**src/rtl/nbs_pkg.sv**
```systemverilog
package nbs_pkg;

  typedef enum logic [1:0] {
    KIND_CMD  = 2'd0,
    KIND_ADDR = 2'd1,
    KIND_DATA = 2'd2
  } req_kind_e;

  typedef enum logic [2:0] {
    ST_IDLE,
    ST_SETUP,
    ST_WLOW,
    ST_WHIGH,
    ST_WDLY,
    ST_WRDY
  } seq_state_e;

  function automatic int unsigned max2(input int unsigned a, input int unsigned b);
    return (a > b) ? a : b;
  endfunction

endpackage

```
**src/rtl/nbs_sync.sv**
```systemverilog
module nbs_sync #(
  parameter int unsigned STAGES = 2
) (
  input  logic clk,
  input  logic rst,
  input  logic d,
  output logic q
);
  logic [STAGES-1:0] chain;

  always_ff @(posedge clk) begin
    if (rst) begin
      chain <= '0;
    end else begin
      chain[0] <= d;
      for (int i = 1; i < STAGES; i++) begin
        chain[i] <= chain[i-1];
      end
    end
  end

  assign q = chain[STAGES-1];
endmodule

```
**src/rtl/nbs_timer.sv**
```systemverilog
module nbs_timer #(
  parameter int unsigned W = 4
) (
  input  logic         clk,
  input  logic         rst,
  input  logic         load,
  input  logic [W-1:0] val,
  output logic         zero
);
  logic [W-1:0] cnt;

  always_ff @(posedge clk) begin
    if (rst) begin
      cnt <= '0;
    end else if (load) begin
      cnt <= val;
    end else if (cnt != '0) begin
      cnt <= cnt - 1'b1;
    end
  end

  assign zero = (cnt == '0);
endmodule

```
**src/rtl/nand_bus_seq.sv**
```systemverilog
module nand_bus_seq
  import nbs_pkg::*;
#(
  parameter int unsigned N_ADDR      = 4,
  parameter int unsigned T_SETUP     = 1,
  parameter int unsigned T_WLOW      = 2,
  parameter int unsigned T_WHIGH     = 2,
  parameter int unsigned T_BUSY_DLY  = 4,
  parameter int unsigned SYNC_STAGES = 2
) (
  input  logic                  clk,
  input  logic                  rst,
  input  logic                  req_valid,
  output logic                  req_ready,
  input  logic [1:0]            req_kind,
  input  logic [7:0]            req_byte,
  input  logic [8*N_ADDR-1:0]   req_addr,
  input  logic                  req_wait,
  output logic                  done,
  output logic                  err,
  output logic                  nand_ce_n,
  output logic                  nand_cle,
  output logic                  nand_ale,
  output logic                  nand_we_n,
  output logic                  nand_re_n,
  output logic [7:0]            nand_io_out,
  output logic                  nand_io_oe,
  input  logic                  nand_rdy
);
  localparam int unsigned ADDR_W = 8 * N_ADDR;
  localparam int unsigned T_MAX  = max2(max2(T_SETUP, T_WLOW), max2(T_WHIGH, T_BUSY_DLY));
  localparam int unsigned CNT_W  = $clog2(T_MAX + 1);
  localparam int unsigned IDX_W  = $clog2(N_ADDR + 1);
  localparam logic [CNT_W-1:0] LD_SETUP = CNT_W'(T_SETUP - 1);
  localparam logic [CNT_W-1:0] LD_WLOW  = CNT_W'(T_WLOW - 1);
  localparam logic [CNT_W-1:0] LD_WHIGH = CNT_W'(T_WHIGH - 1);
  localparam logic [CNT_W-1:0] LD_DLY   = CNT_W'(T_BUSY_DLY - 1);

  seq_state_e        state_q, state_d;
  logic [ADDR_W-1:0] sh_q, sh_d;
  logic [IDX_W-1:0]  left_q, left_d;
  logic              is_cmd_q, is_cmd_d;
  logic              is_addr_q, is_addr_d;
  logic              wait_q, wait_d;
  logic              has_cmd_q, has_cmd_d;
  logic              done_d, err_d, bus_act_d;
  logic              tmr_load, tmr_zero;
  logic [CNT_W-1:0]  tmr_val;
  logic              rdy_s;

  nbs_sync #(.STAGES(SYNC_STAGES)) u_sync (
    .clk (clk),
    .rst (rst),
    .d   (nand_rdy),
    .q   (rdy_s)
  );

  nbs_timer #(.W(CNT_W)) u_timer (
    .clk  (clk),
    .rst  (rst),
    .load (tmr_load),
    .val  (tmr_val),
    .zero (tmr_zero)
  );

  assign req_ready = (state_q == ST_IDLE);
  assign nand_re_n = 1'b1;

  always_comb begin
    state_d   = state_q;
    sh_d      = sh_q;
    left_d    = left_q;
    is_cmd_d  = is_cmd_q;
    is_addr_d = is_addr_q;
    wait_d    = wait_q;
    has_cmd_d = has_cmd_q;
    done_d    = 1'b0;
    err_d     = 1'b0;
    tmr_load  = 1'b0;
    tmr_val   = '0;
    case (state_q)
      ST_IDLE: begin
        if (req_valid) begin
          if (req_kind[1] && !has_cmd_q) begin
            err_d = 1'b1;
          end else begin
            state_d   = ST_SETUP;
            tmr_load  = 1'b1;
            tmr_val   = LD_SETUP;
            is_cmd_d  = (req_kind == KIND_CMD);
            is_addr_d = (req_kind == KIND_ADDR);
            wait_d    = (req_kind == KIND_CMD) && req_wait;
            if (req_kind == KIND_CMD) has_cmd_d = 1'b1;
            if (req_kind == KIND_ADDR) begin
              left_d = IDX_W'(N_ADDR - 1);
              sh_d   = req_addr;
            end else begin
              left_d = '0;
              sh_d   = ADDR_W'(req_byte);
            end
          end
        end
      end
      ST_SETUP: begin
        if (tmr_zero) begin
          state_d  = ST_WLOW;
          tmr_load = 1'b1;
          tmr_val  = LD_WLOW;
        end
      end
      ST_WLOW: begin
        if (tmr_zero) begin
          state_d  = ST_WHIGH;
          tmr_load = 1'b1;
          tmr_val  = LD_WHIGH;
        end
      end
      ST_WHIGH: begin
        if (tmr_zero) begin
          if (left_q != '0) begin
            left_d   = left_q - 1'b1;
            sh_d     = sh_q >> 8;
            state_d  = ST_SETUP;
            tmr_load = 1'b1;
            tmr_val  = LD_SETUP;
          end else if (wait_q) begin
            state_d  = ST_WDLY;
            tmr_load = 1'b1;
            tmr_val  = LD_DLY;
          end else begin
            state_d = ST_IDLE;
            done_d  = 1'b1;
          end
        end
      end
      ST_WDLY: begin
        if (tmr_zero) state_d = ST_WRDY;
      end
      ST_WRDY: begin
        if (rdy_s) begin
          state_d = ST_IDLE;
          done_d  = 1'b1;
        end
      end
      default: state_d = ST_IDLE;
    endcase
    bus_act_d = (state_d == ST_SETUP) || (state_d == ST_WLOW) || (state_d == ST_WHIGH);
  end

  always_ff @(posedge clk) begin
    if (rst) begin
      state_q     <= ST_IDLE;
      sh_q        <= '0;
      left_q      <= '0;
      is_cmd_q    <= 1'b0;
      is_addr_q   <= 1'b0;
      wait_q      <= 1'b0;
      has_cmd_q   <= 1'b0;
      done        <= 1'b0;
      err         <= 1'b0;
      nand_ce_n   <= 1'b1;
      nand_cle    <= 1'b0;
      nand_ale    <= 1'b0;
      nand_we_n   <= 1'b1;
      nand_io_oe  <= 1'b0;
      nand_io_out <= '0;
    end else begin
      state_q     <= state_d;
      sh_q        <= sh_d;
      left_q      <= left_d;
      is_cmd_q    <= is_cmd_d;
      is_addr_q   <= is_addr_d;
      wait_q      <= wait_d;
      has_cmd_q   <= has_cmd_d;
      done        <= done_d;
      err         <= err_d;
      nand_ce_n   <= !bus_act_d;
      nand_cle    <= bus_act_d && is_cmd_d;
      nand_ale    <= bus_act_d && is_addr_d;
      nand_we_n   <= (state_d != ST_WLOW);
      nand_io_oe  <= bus_act_d;
      nand_io_out <= bus_act_d ? sh_d[7:0] : 8'h00;
    end
  end

  // Checker state: length of the current strobe-low run
  logic [CNT_W:0] low_run;
  always_ff @(posedge clk) begin
    if (rst) low_run <= '0;
    else if (nand_we_n) low_run <= '0;
    else low_run <= low_run + 1'b1;
  end

  AST_CMD_QUAL: assert property (@(posedge clk) disable iff (rst)
    (!nand_we_n && nand_cle) |-> (!nand_ale && !nand_ce_n));
  AST_ADDR_QUAL: assert property (@(posedge clk) disable iff (rst)
    (!nand_we_n && nand_ale) |-> (!nand_cle && !nand_ce_n));
  AST_WE_STABLE: assert property (@(posedge clk) disable iff (rst)
    (!nand_we_n && $past(!nand_we_n)) |-> ($stable(nand_io_out) && $stable(nand_cle) && $stable(nand_ale)));
  AST_HOLD_AT_RISE: assert property (@(posedge clk) disable iff (rst)
    $rose(nand_we_n) |-> (nand_io_oe && !nand_ce_n && $stable(nand_io_out)));
  AST_WE_LOW_MAX: assert property (@(posedge clk) disable iff (rst)
    low_run <= (CNT_W+1)'(T_WLOW));
  AST_OE_NEEDS_CE: assert property (@(posedge clk) disable iff (rst)
    nand_io_oe |-> !nand_ce_n);
  AST_WE_NEEDS_OE: assert property (@(posedge clk) disable iff (rst)
    !nand_we_n |-> nand_io_oe);
  AST_NO_ACCEPT_BUSY: assert property (@(posedge clk) disable iff (rst)
    !nand_ce_n |-> !req_ready);
  AST_ERR_NO_BUS: assert property (@(posedge clk) disable iff (rst)
    err |-> (nand_ce_n && nand_we_n));
  AST_DONE_PULSE: assert property (@(posedge clk) disable iff (rst)
    done |=> !done);

endmodule

```
**config.mk**
```make
export PLATFORM = sky130hd
export DESIGN_NAME = nand_bus_seq
export DESIGN_NICKNAME = d
export VERILOG_FILES = /design/src/rtl/nbs_pkg.sv /design/src/rtl/nbs_sync.sv /design/src/rtl/nbs_timer.sv /design/src/rtl/nand_bus_seq.sv
export SDC_FILE = /design/constraint.sdc
export NUM_CORES = 1
export LEC_CHECK = 0
export ABC_AREA = 0
export BUFFER_PORTS_ARGS = -buffer_cell sky130_fd_sc_hd__buf_2
export CAP_MARGIN = 40
export CORE_AREA = 2 2 71 73
export DETAILED_ROUTE_END_ITERATION = 8
export DIE_AREA = 0 0 73 75
export PLACE_DENSITY = 0.77
export RECOVER_POWER = 50
export SYNTH_ARGS = -nofsm -noshare
export SYNTH_HDL_FRONTEND = slang
export SYNTH_SLANG_ARGS = --single-unit
```
**constraint.sdc**
```tcl
create_clock -name clk -period 3.9 [get_ports clk]
set_clock_uncertainty 0.15 [all_clocks]
set_input_delay 0.585 -clock clk [delete_from_list [all_inputs] [get_ports clk]]
set_output_delay 0.585 -clock clk [all_outputs]
set_load 0.005 [all_outputs]
```
---- Word-level counts from Yosys, hierarchy flattened ----
Cells that the tools add are included.
word-level totals
  flip-flop bits (word level) ............. 62
  bits of input ports ..................... 47
  output and inout port bits .............. 17
  logic and storage cells ................. 107
cells by class
  add/sub/neg operators ................... 2
  equality and inequality tests ........... 14
  muxes and demuxes ....................... 48
  bitwise gates (word level) .............. 4
  reductions and logical operators ........ 21
operators with widths
  operator                                              count
  two-way mux 32 bit                                    5
  case mux 32 bit (2 select lines)                      1
  two-way mux 3 bit                                     15
  two-way mux 1 bit                                     18
  case mux 3 bit (6 select lines)                       1
  equality test 3 x 2 -> 1 bit (second input constant)  4
  two-way mux 2 bit                                     4
  != test 2 bit (second input constant)                 4
  equality test 3 x 1 -> 1 bit (second input constant)  2
  equality test 3 bit (second input constant)           2
  logical NOT 3 bit                                     2
  case mux 3 bit (2 select lines)                       1
  nonzero test 3 bit                                    2
  subtractor 3 x 1 -> 3 bit (second input constant)     2
  AND reduction 5 bit                                   1
  logical AND 1 bit                                     4
  inverter 1 bit                                        4
  case mux 2 bit (2 select lines)                       1
  AND reduction 4 bit                                   1
  nonzero test 2 bit                                    2
  OR reduction 2 bit                                    2
  != test 3 x 2 -> 1 bit (second input constant)        1
  case mux 1 bit (3 select lines)                       1
  AND reduction 3 bit                                   1
  other kinds (6)                                       8

---- Longest topological paths before layout ----
  depth after elaboration ................. 10
  depth in mapped cells ................... 8
  gate-level depth less buffers ........... 7

---- Cells and area by module ----
Synthesis repeated with hierarchy kept, for this count alone.
unflattened totals
  cell total of the unflattened synthesis .. 270
  area total of the unflattened synthesis .. 2766.4 µm²
by module, submodules not included
  module        instances  cells an instance  area an instance (µm²)  seq. area each (µm²)
  nand_bus_seq  1          244                2507.4                  1141.1
  nbs_timer     1          22                 206.4                   60.1
  nbs_sync      1          4                  52.6                    40.0

---- Worst setup path before layout ----
No wires, ideal clock.
  path kind ............................... input-to-reg
  start point ............................. in req_valid
  end point ............................... reg sh_q[0]
  data arrival time ....................... 1821 ps
  data required time ...................... 3622 ps
  setup slack ............................. 1801 ps
  stages on the path ...................... 6
  path buffers ............................ 1
  path through ............................ or4b_4 nor2_1 nor2_1 buf_2 a221oi_1 nor2_1
between the ends
  longest elaborated chain between the ends .. 2
RTL lines
  item                              RTL line             source
  from (decl)                       nand_bus_seq.sv:13   input logic req_valid,
  two-way mux 32 bit                nand_bus_seq.sv:83   if (req_valid) begin
  case mux 32 bit (2 select lines)  nand_bus_seq.sv:81   case (state_q)
  to (signal assigned)              nand_bus_seq.sv:153  sh_q <= '0;
  to (signal assigned)              nand_bus_seq.sv:169  sh_q <= sh_d;
  to (decl)                         nand_bus_seq.sv:40   logic [ADDR_W-1:0] sh_q, sh_d;
No other way between the ends. The select of a mux whose other input is x is not followed.
A chain may end at the register's enable or synchronous reset.

---- Worst setup path after layout ----
  start point ............................. reg state_q[0]
  end point ............................... reg sh_q[7]
between the ends
  longest elaborated chain between the ends .. 2
RTL lines
  item                                                               RTL line             source
  from (decl)                                                        nand_bus_seq.sv:39   seq_state_e state_q, state_d;
  from (signal assigned)                                             nand_bus_seq.sv:168  state_q <= state_d;
  equality test 3 x 2 -> 1 bit or logical NOT 3 bit (tied branches)  nand_bus_seq.sv:81
  case mux 32 bit (2 select lines) (*)                               nand_bus_seq.sv:81
Mark *: on every way between the ends. The rest lies on a longest branch, timed or not.

==> summary.md <==
| Metric | Value |
|---|---|
| RSZ-0062 raised after global routing | false |
| Routed WL | 5.77 mm |
| Sequential fraction of the synthesis area | 0.491 |
| Rel. slew slack | -0.268 |
| Asr flop ratio synth | 0 |
| Yosys warning total | 0 |
| Setup_tns | 0 ns |
| Mapped Nets | 343 |
| Max capacitance violation total | 1 |
| H-tree depth | 3 |
| Hold crit path type | flop to flop |
| Pwr Density | 675 nW/um2 |
| Final ANT Viol Nets | 0 |
| LEAKAGE | 1.23 nW |
| Layout cells sized above 1 | 0.210 |
| Worst Setup End Kind | flop |
| Startpoint Class | flop |
| Core area | 4660 um2 |
| CTS buffer count | 9 |
| Cts hold-fix bufs | 0 |
| Violated checks | capacitance limit, slew limit |
| WP data required | 3.90 ns |
| First-pass iteration count of the detailed router | 5 |
| Critical Path Start | state_q[0] |
| Fmax | 345 MHz |
| Status | complete, but fails checks |
| Die height | 75 um |
| Worst-path clk slew | 0.07 ns |
| Vias in the first global route | 2016 |
| Unique masters post-synth | 38 |
| Crit path max fanout | 21 |
| Fin. Hold Viols | 0 |
| Pins Over Slew Limit | 47 |
| HP Start | u_sync.chain[0] |
| Post-CTS setup buffers | 0 |
| Layout Nets | 398 |
| Crit path time final | 2.90 ns |
| Initial core utilization | 0.542 |
| Via/cell ratio | 5.50 |
| Crit share post-route | 0.743 |
| DPL Wire Length | 3.92 mm |
| I/O Pins | 64 |
| Residual DRC count | 0 |
| First-pass GRT wire length | 9.23 mm |
| N_diodes | 0 |
| Final WS setup | 1.00 ns |
| Port Buffers | 62 |
| Worst skew pair latency | 0.33 ns |
| Area of the die | 5480 um2 |
| Initial antenna violation count | 0 |
| Die W | 73 um |
| 1st-iter DRT viols | 185 |
| GRT Util Overall | 0.225 |
| WP data arrival | 2.89 ns |
| Reg2Reg Launch Point | state_q[0] |
| Gpl congestion | 0.909 |
| Post-synth EDFFs | 0 |
| Endpoints failing setup | 0 |
| FP Rows | 25 |
| Worst Max-Slew Pin Slew | 1.90 ns |
| Synthesized instance count | 292 |
| Main synth FF type | dfxtp_1 |
| Vias | 2231 |
| CTS tree | yes |
| Num Clock Sinks | 62 |
| Synth Area per Inst | 8.65 um2 |
| Synth Register Bits | 62 |
| Worst vdd ir | 0.000388 V |
| GRT overflow | 0 |
| Area Growth Syn to Fin | 19.2% |
| Pre-CTS WS | 0.981 ns |
| DR WL/cell | 14.2 um |
| Largest net degree at the start of global routing | 47 |
| Post-CTS sizing | 0 |
| Clock Tree Buf Depth | 2 |
| Root Driver | clkbuf_8 |
| Mapped Area | 2530 um2 |
| WS Path Type | flop to flop |
logic make-up after synthesis:
family                     synth area share
AOI/OAI and AO/OA                     0.201
adders and majority gates            0.0198
muxes                               0.00446
and+or+nand+nor                       0.208
buffers and inverters                0.0604
other                               0.00148
xor gates and xnor gates             0.0139
DFF                                   0.491
state kept, by name (all words and copies together) (netlist names):
name and cells:
nand_io_oe 1, nand_we_n 1, nand_io_out 8, nand_ce_n 1
u_timer.cnt 3, is_cmd_q 1, has_cmd_q 1, sh_q 32
left_q 3, nand_ale 1, state_q 3, err 1
wait_q 1, is_addr_q 1, done 1, u_sync.chain 2
nand_cle 1
area by class of cell:
class | instances | area [um2]
Sequential cell | 62 | 1240
Clock buffer | 10 | 138
Timing Repair Buffer | 66 | 319
Inverter | 7 | 26.3
Fill cell | 402 | 1650
Tap cell | 54 | 67.6
Multi-Input combinational cell | 201 | 1130
Clock inverter | 6 | 93.8
cells in the final DEF, fill, tap and decap left out, drive strengths merged, types with 9 or more instances in the layout:
| cell | instances |
|---|---|
| a211oi | 16 |
| buf | 54 |
| clkbuf | 22 |
| a21oi | 13 |
| nand2 | 35 |
| o21ai | 17 |
| a22oi | 9 |
| nor2 | 56 |
| dfxtp | 62 |
path summary, 6_finish.rpt:
check / end / slack (ns) / depth (start not counted)
worst min-delay path: u_sync.chain[1] / 0.29 / 1
worst min register to register: u_sync.chain[1] / 0.29 / 1
worst max-delay path: sh_q[7] / 1.00 / 7
worst max register to register: sh_q[7] / 1.00 / 7
per-layer routing:
layer  GRT usage  share of wire
met1       0.287           0.42
met5           0              0
met3      0.0576          0.074
met4       0.101          0.011
met2       0.359           0.49
power breakdown:
| part | internal, mW | total [mW] | switching [mW] |
|---|---|---|---|
| sequential | 0.753 | 0.825 | 0.0717 |
| combinational | 0.237 | 0.581 | 0.344 |
| clock | 0.381 | 0.628 | 0.247 |
stage by stage:
| step | total power, mW | std cells | area (um2) | util | hold WS, ns |
|---|---|---|---|---|---|
| floorplan | 1.29 | 292 | 2530 | - | 0.264 |
| global placement | 1.40 | 390 | 2810 | 0.602 | 0.267 |
| detailed placement | 1.43 | 390 | 2810 | 0.602 | 0.280 |
| CTS | 2.06 | 406 | 3040 | 0.652 | 0.296 |
| global route | 2.16 | 406 | 3010 | 0.646 | 0.305 |
| finish | 2.03 | 406 | 3010 | 0.646 | 0.290 |
Yosys cell counts, types with 3 or more instances:
library cell   n  area, um2
a221oi_1       7       61.3
ha_1           4       50.1
a211oi_1      16        120
xnor2_1        3       26.3
nor3_1         6       30.0
dfxtp_1       62       1240
inv_1          7       26.3
a222oi_1       3       30.0
a21oi_1       13       65.1
buf_4          3       22.5
nor2b_1        6       37.5
nand2b_1       5       31.3
a22oi_1        9       67.6
o21ai_0       17       85.1
buf_2          5       25.0
nor2_1        56        210
clkbuf_1      11       41.3
nand2_1       34        128
worst max-delay path, stage by stage, from the launching register on:
cell and delay, ns:
dfxtp_1 0.51, nand3b_1 0.26, nor3_1 0.23, clkbuf_1 0.49, nor2_1 0.10, clkbuf_1 0.43, a221oi_1 0.47, nor2_1 0.07
Power figures use the tool's default switching activity.
